## config.mk

```make
export PLATFORM = sky130hd
export DESIGN_NAME = pm_purge_top
export DESIGN_NICKNAME = d
export VERILOG_FILES = /design/src/rtl/pm_purge_pkg.sv /design/src/rtl/pm_min4.sv /design/src/rtl/pm_group_min.sv /design/src/rtl/pm_purge_top.sv
export SDC_FILE = /design/constraint.sdc
export NUM_CORES = 2
export LEC_CHECK = 0
export BUFFER_PORTS_ARGS = -buffer_cell sky130_fd_sc_hd__buf_4
export CAP_MARGIN = 20
export CELL_PAD_IN_SITES_DETAIL_PLACEMENT = 1
export CELL_PAD_IN_SITES_GLOBAL_PLACEMENT = 2
export CORE_AREA = 2 2 444 446
export CTS_CLUSTER_DIAMETER = 50
export CTS_CLUSTER_SIZE = 28
export DETAILED_ROUTE_END_ITERATION = 7
export DIE_AREA = 0 0 446 448
export PLACE_DENSITY_LB_ADDON = 0.3
export SYNTH_ARGS = -nofsm -noshare
export SYNTH_HDL_FRONTEND = slang
export SYNTH_HIERARCHICAL = 1
export SYNTH_SLANG_ARGS = --single-unit
```

## constraint.sdc

```tcl
create_clock -name clk -period 41.7 [get_ports clk]
set_input_delay 10.425 -clock clk [delete_from_list [all_inputs] [get_ports clk]]
set_output_delay 10.425 -clock clk [all_outputs]
set_load 0.01 [all_outputs]
```

## src/rtl/pm_purge_pkg.sv

```systemverilog
package pm_purge_pkg;
  parameter int PM_W = 8;
  localparam logic [PM_W-1:0] PM_MAX = {PM_W{1'b1}};

  function automatic logic [PM_W-1:0] sat_add(input logic [PM_W-1:0] a,
                                               input logic [PM_W-1:0] b);
    logic [PM_W:0] s;
    s = {1'b0, a} + {1'b0, b};
    return s[PM_W] ? PM_MAX : s[PM_W-1:0];
  endfunction

  function automatic logic [PM_W-1:0] min2(input logic [PM_W-1:0] a,
                                           input logic [PM_W-1:0] b);
    return (a <= b) ? a : b;
  endfunction
endpackage

```

## src/rtl/pm_min4.sv

```systemverilog
module pm_min4 #(
  parameter int W = 8
) (
  input  logic [4*W-1:0] vals_i,
  output logic [W-1:0]   min_o
);
  logic [W-1:0] lo_pair;
  logic [W-1:0] hi_pair;

  always_comb begin
    lo_pair = (vals_i[0*W +: W] <= vals_i[1*W +: W]) ? vals_i[0*W +: W] : vals_i[1*W +: W];
    hi_pair = (vals_i[2*W +: W] <= vals_i[3*W +: W]) ? vals_i[2*W +: W] : vals_i[3*W +: W];
    min_o   = (lo_pair <= hi_pair) ? lo_pair : hi_pair;
  end
endmodule

```

## src/rtl/pm_group_min.sv

```systemverilog
module pm_group_min #(
  parameter int W = 8
) (
  input  logic [16*W-1:0] vals_i,
  output logic [W-1:0]    min_o
);
  logic [4*W-1:0] stage1;

  for (genvar q = 0; q < 4; q++) begin : g_quad
    pm_min4 #(.W(W)) u_quad (
      .vals_i(vals_i[q*4*W +: 4*W]),
      .min_o (stage1[q*W +: W])
    );
  end

  pm_min4 #(.W(W)) u_final (
    .vals_i(stage1),
    .min_o (min_o)
  );
endmodule

```

## src/rtl/pm_purge_top.sv

```systemverilog
module pm_purge_top
  import pm_purge_pkg::*;
#(
  parameter int NUM_STATES = 64,
  parameter int GROUP_SIZE = 16,
  parameter int T_W        = 6
) (
  input  logic                       clk,
  input  logic                       rst_n,
  input  logic [NUM_STATES*PM_W-1:0] pm_prev_i,
  input  logic [4*PM_W-1:0]          bm_min_i,
  input  logic [NUM_STATES*PM_W-1:0] pm_new_i,
  input  logic [T_W-1:0]             margin_i,
  output logic [NUM_STATES-1:0]      keep_o,
  output logic [PM_W-1:0]            thr_o
);
  localparam int NUM_GROUPS = NUM_STATES / GROUP_SIZE;

  // The comparator tree is built for four groups of sixteen states.
  initial begin
    if (NUM_GROUPS != 4 || GROUP_SIZE != 16)
      $error("pm_purge_top: tree needs 4 groups of 16 states");
  end

  logic [NUM_GROUPS*PM_W-1:0] grp_min_w;
  logic [NUM_GROUPS*PM_W-1:0] grp_est_w;
  logic [PM_W-1:0]            est_w;
  logic [PM_W-1:0]            thr_w;
  logic [NUM_STATES-1:0]      keep_w;

  for (genvar g = 0; g < NUM_GROUPS; g++) begin : g_grp
    pm_group_min #(.W(PM_W)) u_gmin (
      .vals_i(pm_prev_i[g*GROUP_SIZE*PM_W +: GROUP_SIZE*PM_W]),
      .min_o (grp_min_w[g*PM_W +: PM_W])
    );
    assign grp_est_w[g*PM_W +: PM_W] =
      sat_add(grp_min_w[g*PM_W +: PM_W], bm_min_i[g*PM_W +: PM_W]);
  end

  pm_min4 #(.W(PM_W)) u_est (
    .vals_i(grp_est_w),
    .min_o (est_w)
  );

  assign thr_w = sat_add(est_w, PM_W'(margin_i));

  for (genvar s = 0; s < NUM_STATES; s++) begin : g_cmp
    assign keep_w[s] = (pm_new_i[s*PM_W +: PM_W] <= thr_w);
  end

  always_ff @(posedge clk) begin
    if (!rst_n) begin
      keep_o <= '1;
      thr_o  <= PM_MAX;
    end else begin
      keep_o <= keep_w;
      thr_o  <= thr_w;
    end
  end
endmodule

```

# Word-level counts from Yosys, hierarchy flattened
# Index checks and enable logic that the tools add are counted.
# totals
word_cells,202
output_inout_bits,72
inputBits,1064
regBits,72
# op_classes
magnitude_cmp,127
addsub,5
mux,68
# ops
operator,n
less-or-equal comparator 8 bit,127
2-to-1 mux 8 bit,68
adder 8 x 8 -> 9 bit,4
adder 8 x 6 -> 9 bit,1

# Longest topological paths before layout
# depth
depth_word,17
mapped_depth,71

# By module
# The synthesis kept the hierarchy.
# by_module_without_submodules
mod,seq_area_each_um2,area_each_um2,cells_per_inst,n_inst
pm_min4,0.0,893.4,114,21
pm_purge_top,1441.4,15636.2,2142,1

# Worst setup path after synthesis
# OpenSTA, ideal clock, no wires.
# synth_timing
path_type,input port to flip-flop
from,input pm_prev_i[175]
to,register keep_o[8]
setup_slack_ns,16.846
n_path_buf,3
required_time_ns,41.561
arrival_time_ns,24.715
stages,67
path_cell_list,inv_1 > ha_1 > a21oi_1 > o21ai_0 > o21ai_0 > a21boi_0 > buf_4 > mux2i_1 > inv_1 > ha_1 > nand3_1 > or2_0 > a21oi_2 > a2111oi_4 > a21oi_4 > mux2i_1 > inv_1 > ha_1 > [31 not listed] > ha_1 > nand3_1 > or2_0 > a21oi_2 > a2111oi_4 > a21oi_4 > mux2i_1 > ha_1 > a21o_1 > a21oi_1 > o21bai_1 > o31ai_1 > mux2i_1 > ha_1 > and3_1 > and4_1 > a32oi_1 > o211ai_1
# synth_via
elab_chain_cells,17
# synth_rtl
element,line,text
start: declaration,pm_purge_top.sv:10,"input logic [NUM_STATES*PM_W-1:0] pm_prev_i,"
less-or-equal comparator 8 bit,pm_min4.sv:11,lo_pair = (vals_i[0*W +: W] <= vals_i[1*W +: W]) ? vals_i[0*W +: W] : vals_i[1*W +: W];
2-to-1 mux 8 bit (*),pm_min4.sv:11,
less-or-equal comparator 8 bit,pm_min4.sv:13,min_o = (lo_pair <= hi_pair) ? lo_pair : hi_pair;
2-to-1 mux 8 bit (*),pm_min4.sv:13,
via g_grp[1].u_gmin.stage1[15],pm_group_min.sv:7,logic [4*W-1:0] stage1;
less-or-equal comparator 8 bit,pm_min4.sv:11,
2-to-1 mux 8 bit (*),pm_min4.sv:11,
less-or-equal comparator 8 bit,pm_min4.sv:13,
[1 not listed],-,
via grp_min_w[8],pm_purge_top.sv:25,logic [NUM_GROUPS*PM_W-1:0] grp_min_w;
[2 not listed],-,
via grp_est_w[14],pm_purge_top.sv:26,logic [NUM_GROUPS*PM_W-1:0] grp_est_w;
less-or-equal comparator 8 bit,pm_min4.sv:11,
2-to-1 mux 8 bit (*),pm_min4.sv:11,
less-or-equal comparator 8 bit,pm_min4.sv:13,
2-to-1 mux 8 bit (*),pm_min4.sv:13,
via est_w[1],pm_purge_top.sv:27,logic [PM_W-1:0] est_w;
adder 8 x 6 -> 9 bit (*),pm_purge_pkg.sv:8,"s = {1'b0, a} + {1'b0, b};"
2-to-1 mux 8 bit (*),pm_purge_pkg.sv:9,return s[PM_W] ? PM_MAX : s[PM_W-1:0];
less-or-equal comparator 8 bit (*),pm_purge_top.sv:48,assign keep_w[s] = (pm_new_i[s*PM_W +: PM_W] <= thr_w);
end signal: assignment,pm_purge_top.sv:56,keep_o <= keep_w;
end: declaration,pm_purge_top.sv:14,"output logic [NUM_STATES-1:0] keep_o,"
# The timed path passes the listed nets; every way through them passes the cells marked *.
# A chain may end at the register's enable or synchronous reset.

# Final worst setup path
# layout_timing
from,input pm_prev_i[319]
to,register keep_o[12]
# layout_via
elab_chain_cells,17
# layout_rtl
element,line,text
less-or-equal comparator 8 bit,pm_min4.sv:12,hi_pair = (vals_i[2*W +: W] <= vals_i[3*W +: W]) ? vals_i[2*W +: W] : vals_i[3*W +: W];
2-to-1 mux 8 bit (*),pm_min4.sv:12,
less-or-equal comparator 8 bit,pm_min4.sv:13,
2-to-1 mux 8 bit (*),pm_min4.sv:13,
via g_grp[2].u_gmin.stage1[13],pm_group_min.sv:7,
less-or-equal comparator 8 bit,pm_min4.sv:11,
2-to-1 mux 8 bit (*),pm_min4.sv:11,
less-or-equal comparator 8 bit,pm_min4.sv:13,
[1 not listed],-,
via grp_min_w[18],pm_purge_top.sv:25,
[2 not listed],-,
via grp_est_w[22],pm_purge_top.sv:26,
less-or-equal comparator 8 bit,pm_min4.sv:12,
2-to-1 mux 8 bit (*),pm_min4.sv:12,
less-or-equal comparator 8 bit,pm_min4.sv:13,
2-to-1 mux 8 bit (*),pm_min4.sv:13,
via est_w[1],pm_purge_top.sv:27,
adder 8 x 6 -> 9 bit (*),pm_purge_pkg.sv:8,
2-to-1 mux 8 bit (*),pm_purge_pkg.sv:9,
less-or-equal comparator 8 bit (*),pm_purge_top.sv:48,
# Marked as above.

==> reports/metrics.csv <==
stage;metric;value;unit
die;die_y;448;um
logic_synthesis;avgSynthCellArea;7.58;um^2
routing;wl_per_cell;23.2;um
clocking;cts_sinks;72;
clocking;htreeDepth;3;
critical_path;crit_path_end_kind;flip-flop;
routing;via_per_inst;4.52;
clocking;cts-buffers-inserted;9;
clocking;cts_setup_buffers;0;
timing;fin_hold_ws;10.30;ns
routing;drtAntennaViolNets;0;
global_routing;grt_max_degree;71;
die;dieArea;0.200;mm^2
logic_synthesis;synth_cell_types;53;
die;ios;1136;
global_routing;grt_pass1_wl;270;mm
timing;max_freq;37.6;MHz
logic_synthesis;yosys_warnings;6;
timing;min_period;26.56;ns
routing;drc;0;
finish;drive_gt1_share;23.2;%
critical_path;max_stage_delay;0.83;ns
timing;timing.final.crit_share;63.7;%
finish;area_growth;35.7;%
logic_synthesis;synth_flop_cell;dfxtp_1;
logic_synthesis;synth_top_area_share;35.9;%
logic_synthesis;ys_ff_latch;72;
place;port_buffers;1135;
global_routing;first_global_vias;39500;
logic_synthesis;netlist.top_cell.by_area;ha_1;
outcome;outcome;complete, no violations;
logic_synthesis;ys_seq_area_share;4.19;%
critical_path;crit_path_start;pm_prev_i[319];
timing;slew_violations;0;
clocking;cts.clk_slew.worst_paths;0.10;ns
place;dp_hpwl;171;mm
die;rows;162;
clocking;post_cts_resize_count;0;
timing;setup_tns;0;ns
critical_path;cpMostUsedCell;ha_1;
critical_path;path_buf_inv;8;
die;core;0.195;mm^2
critical_path;slowest_stage;mux2i_4;
critical_path;worst-path-max-fanout;52;
clocking;cts_max_path_buffers;2;
critical_path;startpoint_type;input pin;
global_routing;overflow;0;
die;initial_core_util;17.7;%
timing;finalSetupViolations;0;
global_routing;antenna_found_initial;114;
clocking;cts_tree;yes;
routing;firstDrtPassIters;5;
logic_synthesis;synth_edf_count;0;
finish;layout_common_cells;buf_4 (1195), ha_1 (987), inv_1 (700);
critical_path;critPathKind;in -> reg;
worst_hold_path;hold_start;pm_new_i[418];
logic_synthesis;yosys-top-cells-area;ha_1 (36%), mux2i_1 (15%), inv_1 (7.6%);
critical_path;crit_family;compound AO/OA/AOI/OAI gates;
routing;vias;37500;
timing;worst_pin_slew;1.11;ns
critical_path;cp.arrival;26.97;ns
logic_synthesis;async_reset_ff_share;0;%
logic_synthesis;netlist_instances;4536;
finish;final_common_cell;buf_4;
clocking;clock-root-buffer;clkbuf_16;
worst_hold_path;hp-class;in -> reg;
timing;rsz0062_at_grt;false;
critical_path;required;42.10;ns
clocking;cts_hold_buf;0;
timing;max_slew_margin;26.3;%
finish;fin_nets;7728;
logic_synthesis;syn_nets;6592;
routing;drtIter0Drc;1082;
timing;finalHoldViolations;0;
routing;wl;193;mm
global_routing;track_usage;18.5;%
die;die_w;446;um
logic_synthesis;syn_area;0.0344;mm^2
place;gp_congestion;0.898;
flow_run;drv_cap;0;
[worst paths after layout]
kind,endpoint,cells after the start
setup / recovery,keep_o[12],65
hold / removal,keep_o[52],3
[Yosys cell counts, types with 38 or more instances]
cell      instances
a21o_1           93
nor2_1          263
nand3_1         102
a21boi_0         42
dfxtp_1          72
o21ai_1         108
a21oi_2          43
o21ai_0         337
mux2i_1         506
nor3_1           72
inv_1           700
a21oi_1         515
nand2_1         205
nor2b_1          46
ha_1            987
buf_4            49
nand4_1         170
and4_1           38
[registers in the layout, summed over array words and instances (netlist names)]
signal / flops
keep_o: 64
thr_o: 8
[layer usage]
metal | part of all wire [%] | track usage (%)
met5 | 0.14 | 0
met2 | 53 | 34.4
met4 | 3.8 | 9.55
met3 | 4.7 | 4.06
met1 | 39 | 19.5
[logic make-up (layout without fill, tap and decap cells)]
| family | Yosys count | after routing | share of synthesized area [%] |
|---|---|---|---|
| mux | 506 | 506 | 14.7 |
| buf+inv | 770 | 1911 | 9.01 |
| xor+xnor | 21 | 21 | 0.535 |
| other cells | 0 | 81 | 0 |
| compound gates | 1223 | 1223 | 21.7 |
| fa+ha+maj | 993 | 993 | 36.2 |
| simple gates | 951 | 951 | 13.6 |
| flops | 72 | 72 | 4.19 |
[final cells by class]
cell class,instances,area (um^2)
diodes,81,203
clock buffers,10,229
clock inverters,6,68.8
fillers,23600,148000
inverters,700,2630
multi-input cells,3694,29900
flip-flops and latches,72,1440
well taps,2542,3180
repair buffers,1195,8970
[per-stage QoR]
stage                     setup slack [ns]  instance area [um^2]  util [%]  instances
after floorplan                      16.85                 34400         -       4536
after global placement               14.87                 46200      23.7       8201
after detailed placement             14.57                 46200      23.7       8202
after CTS                            15.00                 46500      23.9       8218
after global routing                 13.75                 46600      24.0       8290
final                                15.14                 46700      24.0       8300
Power is not shown: default switching activity piles up to over one toggle a cycle in this logic, so the estimate is an artifact.
